**src/rtl/pwr_ctl_keyed.sv**
```systemverilog
module pwr_ctl_keyed #(
  parameter int AW = 4,
  parameter int DW = 16,
  parameter logic [AW-1:0] A_KEY0  = 4'h0,
  parameter logic [AW-1:0] A_PCTL0 = 4'h1,
  parameter logic [AW-1:0] A_KEY1  = 4'h2,
  parameter logic [AW-1:0] A_PCTL1 = 4'h3,
  parameter logic [AW-1:0] A_KEY2  = 4'h4,
  parameter logic [DW-1:0] KEY0_VAL = 16'h0001,
  parameter logic [DW-1:0] KEY1_VAL = 16'h0076,
  parameter logic [DW-1:0] KEY2_VAL = 16'h00B1,
  parameter logic [7:0]    PCTL0_RST = 8'h7B,
  parameter int PWM_BIT  = 8,
  parameter int UART_BIT = 5,
  parameter int SPI_BIT  = 2
) (
  input  logic          clk,
  input  logic          rst_n,
  input  logic          bus_we,
  input  logic [AW-1:0] bus_addr,
  input  logic [DW-1:0] bus_wdata,
  output logic [DW-1:0] bus_rdata,
  input  logic          wake,
  output logic [2:0]    clk_div_sel,
  output logic          xtal_en,
  output logic          pll_en,
  output logic          periph_en,
  output logic          core_en,
  output logic          pwm_en,
  output logic          uart_en,
  output logic          spi_i2c_en
);

  localparam logic [DW-1:0] PCTL1_MASK =
    (DW'(1) << PWM_BIT) | (DW'(1) << UART_BIT) | (DW'(1) << SPI_BIT);

  logic [7:0]    pctl0;
  logic [DW-1:0] pctl1;
  logic [DW-1:0] pend_val;
  logic          arm0, arm1, pend1;
  logic          wr_key0, wr_key1, wr_key2;
  logic          wr_pctl0, wr_pctl1;
  logic [7:0]    legal0;

  assign wr_key0  = bus_we && (bus_addr == A_KEY0) && (bus_wdata == KEY0_VAL);
  assign wr_key1  = bus_we && (bus_addr == A_KEY1) && (bus_wdata == KEY1_VAL);
  assign wr_key2  = bus_we && (bus_addr == A_KEY2) && (bus_wdata == KEY2_VAL);
  assign wr_pctl0 = bus_we && (bus_addr == A_PCTL0);
  assign wr_pctl1 = bus_we && (bus_addr == A_PCTL1);

  // a domain may drop only together with every domain that depends on it
  always_comb begin
    legal0      = 8'h00;
    legal0[2:0] = bus_wdata[2:0];
    legal0[3]   = bus_wdata[3];
    legal0[4]   = bus_wdata[4] | bus_wdata[3];
    legal0[5]   = bus_wdata[5] | bus_wdata[4] | bus_wdata[3];
    legal0[6]   = bus_wdata[6];
    legal0[7]   = 1'b0;
  end

  always_ff @(posedge clk) begin
    if (!rst_n) begin
      pctl0    <= PCTL0_RST;
      pctl1    <= PCTL1_MASK;
      pend_val <= '0;
      arm0     <= 1'b0;
      arm1     <= 1'b0;
      pend1    <= 1'b0;
    end else begin
      if (bus_we) begin
        arm0  <= wr_key0;
        arm1  <= wr_key1;
        pend1 <= wr_pctl1 && arm1;
        if (wr_pctl1) pend_val <= bus_wdata & PCTL1_MASK;
      end
      if (wr_pctl0 && arm0) pctl0 <= legal0;
      if (wr_key2 && pend1) pctl1 <= pend_val;
      if (wake) pctl0[5:3] <= 3'b111;
    end
  end

  always_comb begin
    bus_rdata = '0;
    if (bus_addr == A_PCTL0)      bus_rdata = {{(DW-8){1'b0}}, pctl0};
    else if (bus_addr == A_PCTL1) bus_rdata = pctl1;
  end

  assign clk_div_sel = pctl0[2:0];
  assign core_en     = pctl0[3];
  assign periph_en   = pctl0[4];
  assign pll_en      = pctl0[5];
  assign xtal_en     = pctl0[6];
  assign pwm_en      = pctl1[PWM_BIT];
  assign uart_en     = pctl1[UART_BIT];
  assign spi_i2c_en  = pctl1[SPI_BIT];

endmodule

```
**config.mk**
```make
export PLATFORM = sky130hd
export DESIGN_NAME = pwr_ctl_keyed
export DESIGN_NICKNAME = d
export VERILOG_FILES = /design/src/rtl/pwr_ctl_keyed.sv
export SDC_FILE = /design/constraint.sdc
export NUM_CORES = 1
export LEC_CHECK = 0
export BUFFER_PORTS_ARGS = -buffer_cell sky130_fd_sc_hd__buf_4
export CAP_MARGIN = 20
export CORE_MARGIN = 5
export CORE_UTILIZATION = 45
export DETAILED_ROUTE_END_ITERATION = 8
export PLACE_DENSITY = 0.93
export SETUP_SLACK_MARGIN = 0.4
export SLEW_MARGIN = 0
export SYNTH_ARGS = -nofsm -noshare
export SYNTH_HDL_FRONTEND = slang
export SYNTH_SLANG_ARGS = --single-unit
```
**constraint.sdc**
```tcl
create_clock -name clk -period 3.05 [get_ports clk]
set_clock_uncertainty 0.1 [all_clocks]
set_input_delay 0.61 -clock clk [delete_from_list [all_inputs] [get_ports clk]]
set_output_delay 0.61 -clock clk [all_outputs]
set_load 0.01 [all_outputs]
```
Word-level counts from Yosys, hierarchy flattened
Cells that the tools add are included.
W data, S select, Z words.
Operators by class
  equal/unequal tests: 7
  add/sub/neg operators: 0
  shift operators: 0
  multiplexer cells: 2
  reduce and logical (&&, ||, !) cells: 14
  order comparisons: 0
  multiply operators: 0
  bitwise gates (word level): 4
  div/mod/pow operators: 0
Operators by type and width (count)
  $eq A16 B1 Y1 const B: 1
  $eq A16 B7 Y1 const B: 1
  $eq A16 B8 Y1 const B: 1
  $mux W16: 1
  $logic_and A1 B1 Y1: 11
  $mux W9: 1
  $eq A4 B2 Y1 const B: 2
  $eq A4 B1 Y1 const B: 1
  $eq A4 B3 Y1 const B: 1
  $logic_not A4 Y1: 1
  $or A1 B1 Y1: 3
  $reduce_and A2 Y1: 1
  $reduce_or A2 Y1: 1
  $not A1 Y1: 1
Word-level totals
  bits in latches: 0
  output and inout port bits: 26
  memories kept: 0
  RAM bits: 0
  ROM bits: 0
  register bits: 16
  logic and storage cells: 34

Logic depth before layout (Yosys ltp)
Gate-level depths: netlist (run 1).
  depth in word-level cells: 4
  gate-level depth with buffers: 5
  gate-level depth less buffers: 4

Least setup slack after synthesis (run 1)
No wires, ideal clock.
  path type: in2reg
  from: input bus_wdata[6]
  to: register pctl1[2]
  arrival: 2.042 ns
  library setup time: 0.062 ns
  stages: 4
  setup slack: 0.846 ns
  path buffers: 0
  cell sequence: or4b_4 > or4_4 > or3_1 > nand3_1
Between the ends
  cells in the longest elaborated chain, start to end: 3
Ends and longest elaborated chain
  from (decl): line 21  | input logic [DW-1:0] bus_wdata,
  $eq A16 B8 Y1: line 47  | assign wr_key2 = bus_we && (bus_addr == A_KEY2) && (bus_wdata == KEY2_VAL);
  $logic_and A1 B1 Y1: line 47
  $logic_and A1 B1 Y1: line 78  | if (wr_key2 && pend1) pctl1 <= pend_val;
  to (signal assigned): line 78
  to (decl): line 38  | logic [DW-1:0] pctl1;
No other way between the ends.
A chain may end at the register's enable or synchronous reset.

Worst setup path after layout (run 1)
  from: input bus_addr[1]
  to: output bus_rdata[2]
Between the ends
  cells in the longest elaborated chain, start to end: 3
Ends and longest elaborated chain
  from (decl): line 20  | input logic [AW-1:0] bus_addr,
  $eq A4 B2 Y1: line 86  | else if (bus_addr == A_PCTL1) bus_rdata = pctl1;
  $mux W9: line 86
  $mux W16 *: line 85  | if (bus_addr == A_PCTL0) bus_rdata = {{(DW-8){1'b0}}, pctl0};
  to (decl): line 22  | output logic [DW-1:0] bus_rdata,
Every way passes the cells marked *; elsewhere a longest branch is shown, timed or not.

==> results of run 1 <==
[final cells by class]
class | instances | area, um2 | area share, %
sequential | 16 | 320.3 | 26.72
timing repair buffer | 43 | 322.8 | 26.93
inverter | 3 | 11.26 | 0.9395
tap | 25 | 31.28 | 2.610
clock buffer | 4 | 36.28 | 3.027
multi-input combinational | 82 | 476.7 | 39.77
[cells in the final DEF, fill, tap and decap left out]
cell type  instances
or4b_4             1
or4_4              1
a22o_1             2
nand3_1           13
nand4b_1           1
inv_1              3
buf_4             43
o41ai_1            2
dfxtp_1           16
nor2b_1            2
nand3_2            1
nor4_1             1
clkbuf_4           3
conb_1             8
nor4b_2            2
and2_1             6
or4_1              1
nor2_1             2
nor4bb_1           1
or3_1              3
nor3_1             3
and3_1             1
clkbuf_8           1
nand2_1           17
nand2b_1           3
o21ai_0            5
a21boi_0           5
or2_2              1
[registers in the layout, summed over array words and instances (netlist names)]
signal	count
arm0	1
arm1	1
pend_val	3
pctl0	7
pend1	1
pctl1	3
[cell families (layout without fill, tap and decap cells)]
kind of cell / count (synthesis) / count (layout) / share of synthesized area (%)
compound gates: 14 / 14 / 11.34
simple gates: 60 / 60 / 40.55
buf+inv: 15 / 50 / 10.46
other cells: 1 / 8 / 0.4356
flops: 16 / 16 / 37.21
[worst paths after layout]
kind | start | to | slack, ns | cells after the start
setup / recovery | bus_addr[1] | bus_rdata[2] | 0.88 | 5
hold / removal | arm1 | arm1 | 0.37 | 2
setup reg to reg | pend1 | pctl1[2] | 1.56 | 4
hold reg to reg | arm1 | arm1 | 0.37 | 2
[through the flow]
step	std cells	hold slack (ns)	utilization, %	setup slack (ns)
detailed placement	169	0.3542	65.89	0.6429
CTS	173	0.3718	67.94	0.8662
global placement	169	0.3496	65.89	0.6976
floorplan	113	0.3206	-	0.8456
finish	173	0.3673	67.94	0.8756
global route	173	0.3944	67.94	0.7362
[worst min-delay path: cells and delay by family, from the launching register on]
kind | cells | cell delay [ns]
simple gates | 1 | 0.05
flops | 1 | 0.33
compound gates | 1 | 0.05
[report_power, final]
group	switching [uW]	total, uW	leakage, uW	internal (uW)
combinational	26.9	58.5	0.000362	31.6
clock	73.0	146	0.0000210	72.7
sequential	0.279	210	0.000129	209
[per-layer routing]
metal | vias to the layer above | wire, um | track usage (%)
met3 | 4 | 196 | 3.878
li1 | 436 | - | -
met4 | 0 | 45 | 7.234
met5 | - | 0 | 0
met1 | 408 | 875 | 20.77
met2 | 49 | 1110 | 30.04
==> reports/summary.txt, run 1 <==
status - finished clean
post-DP HPWL - 1814 um
DR pass1 iterations - 4
port bufs - 41
Synth area leaders - dfxtp_1 (37%), buf_4 (7.8%), nand3_1 (7.6%), nand2_1 (7.4%), a21boi_0 (4.4%)
critical path data arrival time - 1.46 ns
Worst Setup Start Kind - input pin
register bit total from synthesis - 16
total CTS buffers - 3
TritonCTS clock tree - yes
setup TNS - 0 ns
Inserted Diodes - 0
delay-heaviest family, CP - buffers and inverters
Max Slew Vio Count - 0
Synth Area per Inst - 8.121 um2
post-CTS setup buffer count - 0
Ys Warns - 0
vias per inst - 5.185
CTS Hold Buffers Added - 0
antenna-violating nets left - 0
Clock transition at path regs - 0.10 ns
largest net degree at the start of global routing - 15
top_reg_cell synth - dfxtp_1
synthesized instance count - 106
Max-Cap Viols - 0
largest area contributor in the synthesized netlist - dfxtp_1
vias post-DR - 897
P&R area growth vs syn - 39.24%
LEAKAGE - 0.0005122 uW
RSZ-0062 raised after global routing - false
GRT overflow - 0
TritonCTS Sinks - 16
fillcell total - 148
Pwr per Cell Area - 345.2 nW/um2
number of synthesized flops with an enable pin - 0
global-route wire length before repair - 3691 um
Crit-path slowest cell - nor4b_2
layout net count - 173
Max FO, Critical Path - 9
top cells by count, synth - nand2_1 (17), dfxtp_1 (16), nand3_1 (13), buf_4 (9), and2_1 (6)
Pwr Total - 413.8 uW
Die W - 53.74 um
Residual DRC - 0
CTS max path bufs - 2
Avg WL per Cell - 12.87 um
Mapped Area - 860.8 um2
CP Cell Sequence - buf_4 > nor4b_2 > buf_4 > a22o_1 > buf_4
final hold violations - 0
Tightest Hold Check Type - register to register
Worst setup EP type - output port
share of the synthesized area in the top cell type - 37.21%
root buffer cell - clkbuf_4
f_max - 0.4599 GHz
number of distinct library cells after synthesis - 27
Buf/Inv on CP - 3
most used cell, CP - buf_4
critical path class - input pin to output port
WP data required - 2.34 ns
Die Y - 53.74 um
vias in the first global route - 853
final WL - 2227 um
peak supply drop - 203.9 uV
htree depth - 1
cell area after layout - 1199 um2
Final setup viols - 0
Post-DP Area - 1162 um2
Final Critical Period - 2.174 ns
FFs w/ async S/R, synth - 0%
initial antenna violation count - 0
Worst path max stage delay - 0.26 ns
DRT iter0 DRCs - 24
Die ar. - 2887 um2
All-Layer GR Usage - 17.50%
post_cts resized - 0
area of the core - 1764 um2
top-count cell post-synth - nand2_1
GP Congestion - 0.8168
row cnt - 15
clock latency on the worst-skew pair - 0.29 ns
share of post-route cells with drive strength above 1 - 35.81%
crit share post-route - 71.29%
Ports - 50
Starting Density - 48.79%
sequential area share after synthesis - 37.21%
(Power assumes the default switching activity.)
==> run 2, diff against run 1 <==
--- a/config.mk
+++ b/config.mk
@@ -5,12 +5,13 @@
 export SDC_FILE = /design/constraint.sdc
 export NUM_CORES = 1
 export LEC_CHECK = 0
+export ABC_AREA = 1
 export BUFFER_PORTS_ARGS = -buffer_cell sky130_fd_sc_hd__buf_4
 export CAP_MARGIN = 20
 export CORE_MARGIN = 5
-export CORE_UTILIZATION = 45
+export CORE_UTILIZATION = 39
 export DETAILED_ROUTE_END_ITERATION = 8
-export PLACE_DENSITY = 0.93
+export PLACE_DENSITY = 0.86
 export SETUP_SLACK_MARGIN = 0.4
 export SLEW_MARGIN = 0
 export SYNTH_ARGS = -nofsm -noshare
==> constraint.sdc (replaced) <==
create_clock -name clk -period 2 [get_ports clk]
set_clock_uncertainty 0.1 [all_clocks]
set_input_delay 0.4 -clock clk [delete_from_list [all_inputs] [get_ports clk]]
set_output_delay 0.4 -clock clk [all_outputs]
set_load 0.01 [all_outputs]
==> run 2 against run 1 <==
Worst hold slack worse by 0.13 ns. Non-clock buffer count up 1. Sequential power up 52%. Critical path depth up 1. Via count up 11%. Final cell count up 20%. Largest cell class unchanged. Largest power group unchanged.
==> reports/summary.txt, run 2 <==
status - finished clean
LEAKAGE - 0.0006682 uW
Final setup viols - 0
Worst Setup Start Kind - input pin
All-Layer GR Usage - 13.86%
Ports - 50
global-route wire length before repair - 3670 um
total CTS buffers - 3
share of the synthesized area in the top cell type - 35.75%
largest net degree at the start of global routing - 13
share of post-route cells with drive strength above 1 - 34.44%
DR pass1 iterations - 4
Max Slew Vio Count - 0
number of distinct library cells after synthesis - 20
CTS max path bufs - 2
Residual DRC - 0
Tightest Hold Check Type - input pin to register
Synth Area per Inst - 6.636 um2
initial antenna violation count - 0
Synth area leaders - dfxtp_1 (36%), nand2_1 (10%), nor2_1 (9.6%), nand3_1 (8.4%), buf_4 (7.5%)
post-DP HPWL - 1835 um
root buffer cell - clkbuf_4
port bufs - 41
vias in the first global route - 893
Max-Cap Viols - 0
Worst setup EP type - output port
Die W - 57.93 um
TritonCTS Sinks - 16
fin cells - 208
final hold violations - 0
Final Critical Period - 1.624 ns
vias post-DR - 997
final WL - 2223 um
layout net count - 205
RSZ-0062 raised after global routing - true
largest area contributor in the synthesized netlist - dfxtp_1
placed instance count - 201
Pwr per Cell Area - 498.1 nW/um2
top cells by count, synth - nand2_1 (24), nor2_1 (23), dfxtp_1 (16), nand3_1 (15), inv_1 (14)
Die ar. - 3355 um2
GP Congestion - 0.8965
critical path startpoint - bus_addr[3]
peak supply drop - 292.0 uV
antenna-violating nets left - 0
Starting Density - 40.50%
critical path data arrival time - 1.12 ns
biggest regs - pctl0 (7), pctl1 (3), pend_val (3)
setup TNS - 0 ns
DRT iter0 DRCs - 22
worst hold slack - 0.2390 ns
FFs w/ async S/R, synth - 0%
GRT overflow - 0
area of the core - 2212 um2
Max FO, Critical Path - 4
critical path class - input pin to output port
most frequent cells in the layout - buf_4 (42), nor2_1 (23), nand2_1 (23)
Ys Warns - 0
top-count cell post-synth - nand2_1
number of synthesized flops with an enable pin - 0
WP data required - 1.50 ns
top_reg_cell synth - dfxtp_1
Clock transition at path regs - 0.09 ns
CTS Hold Buffers Added - 0
Inserted Diodes - 0
Mapped Area - 895.9 um2
Avg WL per Cell - 10.69 um
Biggest register - pctl0
P&R area growth vs syn - 41.62%
crit share post-route - 81.18%
clock latency on the worst-skew pair - 0.29 ns
row cnt - 17
Die Y - 57.93 um
TritonCTS clock tree - yes
worst r2r src - pend1
fillcell total - 225
htree depth - 1
sequential area share after synthesis - 35.75%
f_max - 0.6159 GHz
register bit total from synthesis - 16
Largest register FFs - 7
synthesized instance count - 135
vias per inst - 4.793
Hold Startpoint - bus_wdata[0]
commonest non-fill, non-tap cell in the layout - buf_4
[run 2: cell type report]
type | instances | area [um2] | share of cell area [%]
repair buffers | 44 | 337.8 | 26.63
clock buffers | 4 | 36.28 | 2.860
multi-input cells | 98 | 471.7 | 37.18
inverters | 18 | 67.56 | 5.325
flip-flops and latches | 16 | 320.3 | 25.25
well taps | 28 | 35.03 | 2.761
[run 2: worst paths after layout]
| path | depth (start not counted) | slack [ns] | end |
|---|---|---|---|
| max | 6 | 0.38 | bus_rdata[5] |
| min | 3 | 0.24 | pctl0[0] |
| max reg2reg | 5 | 0.84 | pctl1[8] |
| min reg2reg | 2 | 0.37 | arm1 |
[run 2: critical path, cell delays in order]
cell	delay (ns)
buf_6	0.10
nor2_4	0.16
nand3_2	0.12
inv_2	0.10
a22o_1	0.13
buf_4	0.11
[run 2: kinds of logic after synthesis]
kind of cell	Yosys count	synth area share, %
DFF	16	35.75
and+or+nand+nor	73	36.87
other	1	0.4186
buffers and inverters	28	16.34
AOI/OAI and AO/OA	17	10.61
[run 2: routing by layer]
layer / vias to the layer above / part of all wire, % / global-route usage, %
met5: - / 0 / 0
met4: 0 / 2.2 / 6.623
met3: 8 / 8.9 / 3.341
met2: 44 / 47 / 23.23
met1: 441 / 42 / 16.51
li1: 504 / - / -
[run 2: timing repair]
item                       in CTS  in global routing
resized for setup               5                  2
setup endpoints to repair       2                  3
pin swaps                       2                  3
setup buffers                   2                  1
[run 2: stage by stage]
stage | total power [uW] | utilization [%] | setup slack [ns] | area [um2]
CTS | 634.0 | 56.73 | 0.3616 | 1255
floorplan | 378.6 | - | 0.5648 | 922.1
finish | 631.9 | 57.35 | 0.3763 | 1269
detailed placement | 421.6 | 53.62 | 0.2791 | 1186
global placement | 420.4 | 53.62 | 0.3254 | 1186
global route | 658.4 | 57.35 | 0.3320 | 1269
[run 2: where the power goes]
part	leakage, uW	internal, uW	switching, uW
Combinational	0.000518	50.4	51.6
Clock	0.0000210	111	99.6
Sequential	0.000129	319	0.389
==> run 3, diff against run 2 <==
==> constraint.sdc (replaced) <==
create_clock -name clk -period 1.4 [get_ports clk]
set_clock_uncertainty 0.1 [all_clocks]
set_input_delay 0.28 -clock clk [delete_from_list [all_inputs] [get_ports clk]]
set_output_delay 0.28 -clock clk [all_outputs]
set_load 0.01 [all_outputs]
==> run 3 against run 2 <==
Final area increased by 25%. Worst hold slack worse by 0.12 ns. Global-route usage is 2.9 points higher. Critical path depth stayed put. Clock power up 50%. Wire length up 39%. Final cell count grew 6.3%. Die area did not move. Sequential power rose by 43%. Core utilization grew 14 points. Combinational power rose by 83%. Count of clock-buffer cells in the layout stayed put. Largest cell class unchanged. Largest power group unchanged. Highest routed layer unchanged.
==> reports/summary.txt, run 3 (synthesis gave the netlist of run 2 again) <==
final WL - 3080 um
status - finished clean
GRT overflow - 0
initial antenna violation count - 0
TritonCTS clock tree - yes
Pwr per Cell Area - 605.0 nW/um2
Die W - 57.93 um
vias in the first global route - 992
vias post-DR - 1127
Ports - 50
Max FO, Critical Path - 3
root buffer cell - clkbuf_4
TritonCTS Sinks - 16
peak supply drop - 513.4 uV
port bufs - 41
Max-Cap Viols - 0
largest net degree at the start of global routing - 11
final hold violations - 0
Residual DRC - 0
GRT met1 Usage - 18.93%
worst r2r src - pend1
Worst Setup Start Kind - input pin
RSZ-0062 raised after global routing - true
post-DP HPWL - 1983 um
Largest register FFs - 7
R2R depth - 5
Die ar. - 3355 um2
commonest non-fill, non-tap cell in the layout - buf_4
antenna-violating nets left - 0
Worst setup EP type - output port
DRT iter0 DRCs - 48
share of post-route cells with drive strength above 1 - 59.07%
Starting Density - 40.50%
critical path class - input pin to output port
vias per inst - 5.100
global-route wire length before repair - 4409 um
Most Crowded Layer GR - met2
Biggest register - pctl0
CTS max path bufs - 2
Die Y - 57.93 um
htree depth - 1
r2r setup slk - 0.31 ns
WP data required - 1.02 ns
RR Endpoint - pctl1[8]
P&R area growth vs syn - 77.09%
most frequent cells in the layout - buf_4 (34), buf_6 (22), nor2_1 (18)
Max Slew Vio Count - 0
All-Layer GR Usage - 16.80%
Final Critical Period - 1.377 ns
critical path data arrival time - 1.00 ns
LEAKAGE - 0.0007697 uW
Post-DP Area - 1257 um2
Final setup viols - 0
GP Congestion - 0.8290
critical path startpoint - bus_addr[3]
Clock transition at path regs - 0.10 ns
cell area after layout - 1587 um2
Pwr Total - 959.8 uW
Critical Path Sink - bus_rdata[5]
CTS Hold Buffers Added - 0
row cnt - 17
Tightest Hold Check Type - input pin to register
Avg WL per Cell - 13.94 um
total CTS buffers - 3
fillcell total - 151
M3 GR Usage - 4.009%
DR pass1 iterations - 4
Inserted Diodes - 0
grt met2 use - 29.84%
biggest regs - pctl0 (7), pctl1 (3), pend_val (3)
area of the core - 2212 um2
layout net count - 218
f_max - 0.7261 GHz
crit share post-route - 98.38%
clock latency on the worst-skew pair - 0.30 ns
==> run 3: cell types whose count changed in the layout (fill, tap and decap cells not counted), moves of 3 or more <==
cell,before,now
buf_6,2,22
dfxtp_1,16,4
dfxtp_2,0,12
buf_4,42,34
nand2_1,23,16
a21oi_1,9,3
a21oi_2,0,6
nand2_2,1,7
nor2_1,23,18
nand3_1,14,10
inv_1,14,11
nand3_2,1,4
nor2_2,2,5
==> run 3: power breakdown <==
group          switching (uW)  internal (uW)  total, uW  leakage (uW)
logic                    98.7           88.3        187      0.000622
registers               0.764            455        456      0.000126
clock network             158            159        317     0.0000210
==> run 3: worst min-delay path by stage <==
stage	from	to	slack, ns	cells past startpoint
finish	bus_wdata[6]	pctl0[6]	0.12	3
global route	rst_n	pctl1[5]	0.13	2
CTS	bus_wdata[4]	pctl0[4]	0.12	3
detailed placement	pend_val[2]	pend_val[2]	0.36	2
global placement	pend_val[2]	pend_val[2]	0.35	2
floorplan	rst_n	pctl1[2]	0.26	1
==> run 3: stage by stage <==
step	utilization, %	setup TNS, ns	setup WS (ns)	std cells	hold WS, ns
2_1_floorplan	-	0	0.2533	142	0.2645
3_3_place_gp	56.84	-0.02790	-0.02790	205	0.3515
3_5_place_dp	56.84	-0.04709	-0.04709	205	0.3565
4_1_cts	66.18	0	0.04689	218	0.1208
5_1_grt	71.72	-0.004779	-0.004779	221	0.1324
6_report	71.72	0	0.02275	221	0.1222
==> run 3: metal layers <==
| metal | wire length (um) | vias to the layer above |
|---|---|---|
| li1 | - | 531 |
| met5 | 0 | - |
| met2 | 1598 | 66 |
| met1 | 1053 | 513 |
| met4 | 150 | 0 |
| met3 | 276 | 17 |
==> run 3: critical path: stages <==
cell	delay [ns]
buf_8	0.10
nor2_4	0.16
nand3_4	0.12
inv_4	0.08
a22o_1	0.14
buf_6	0.10
==> run 3: what timing repair did <==
action                     in CTS  in global routing
setup endpoints to repair      28                 34
pin swaps                       6                 11
buffers inserted                9                  3
resized for setup              36                 28
==> run 3: final cells by class <==
class	instances	area, um2	share of cell area, %
clock buffers	4	36.28	2.287
multi-input cells	98	581.8	36.67
repair buffers	57	518.0	32.65
inverters	18	80.08	5.047
well taps	28	35.03	2.208
flip-flops and latches	16	335.3	21.14
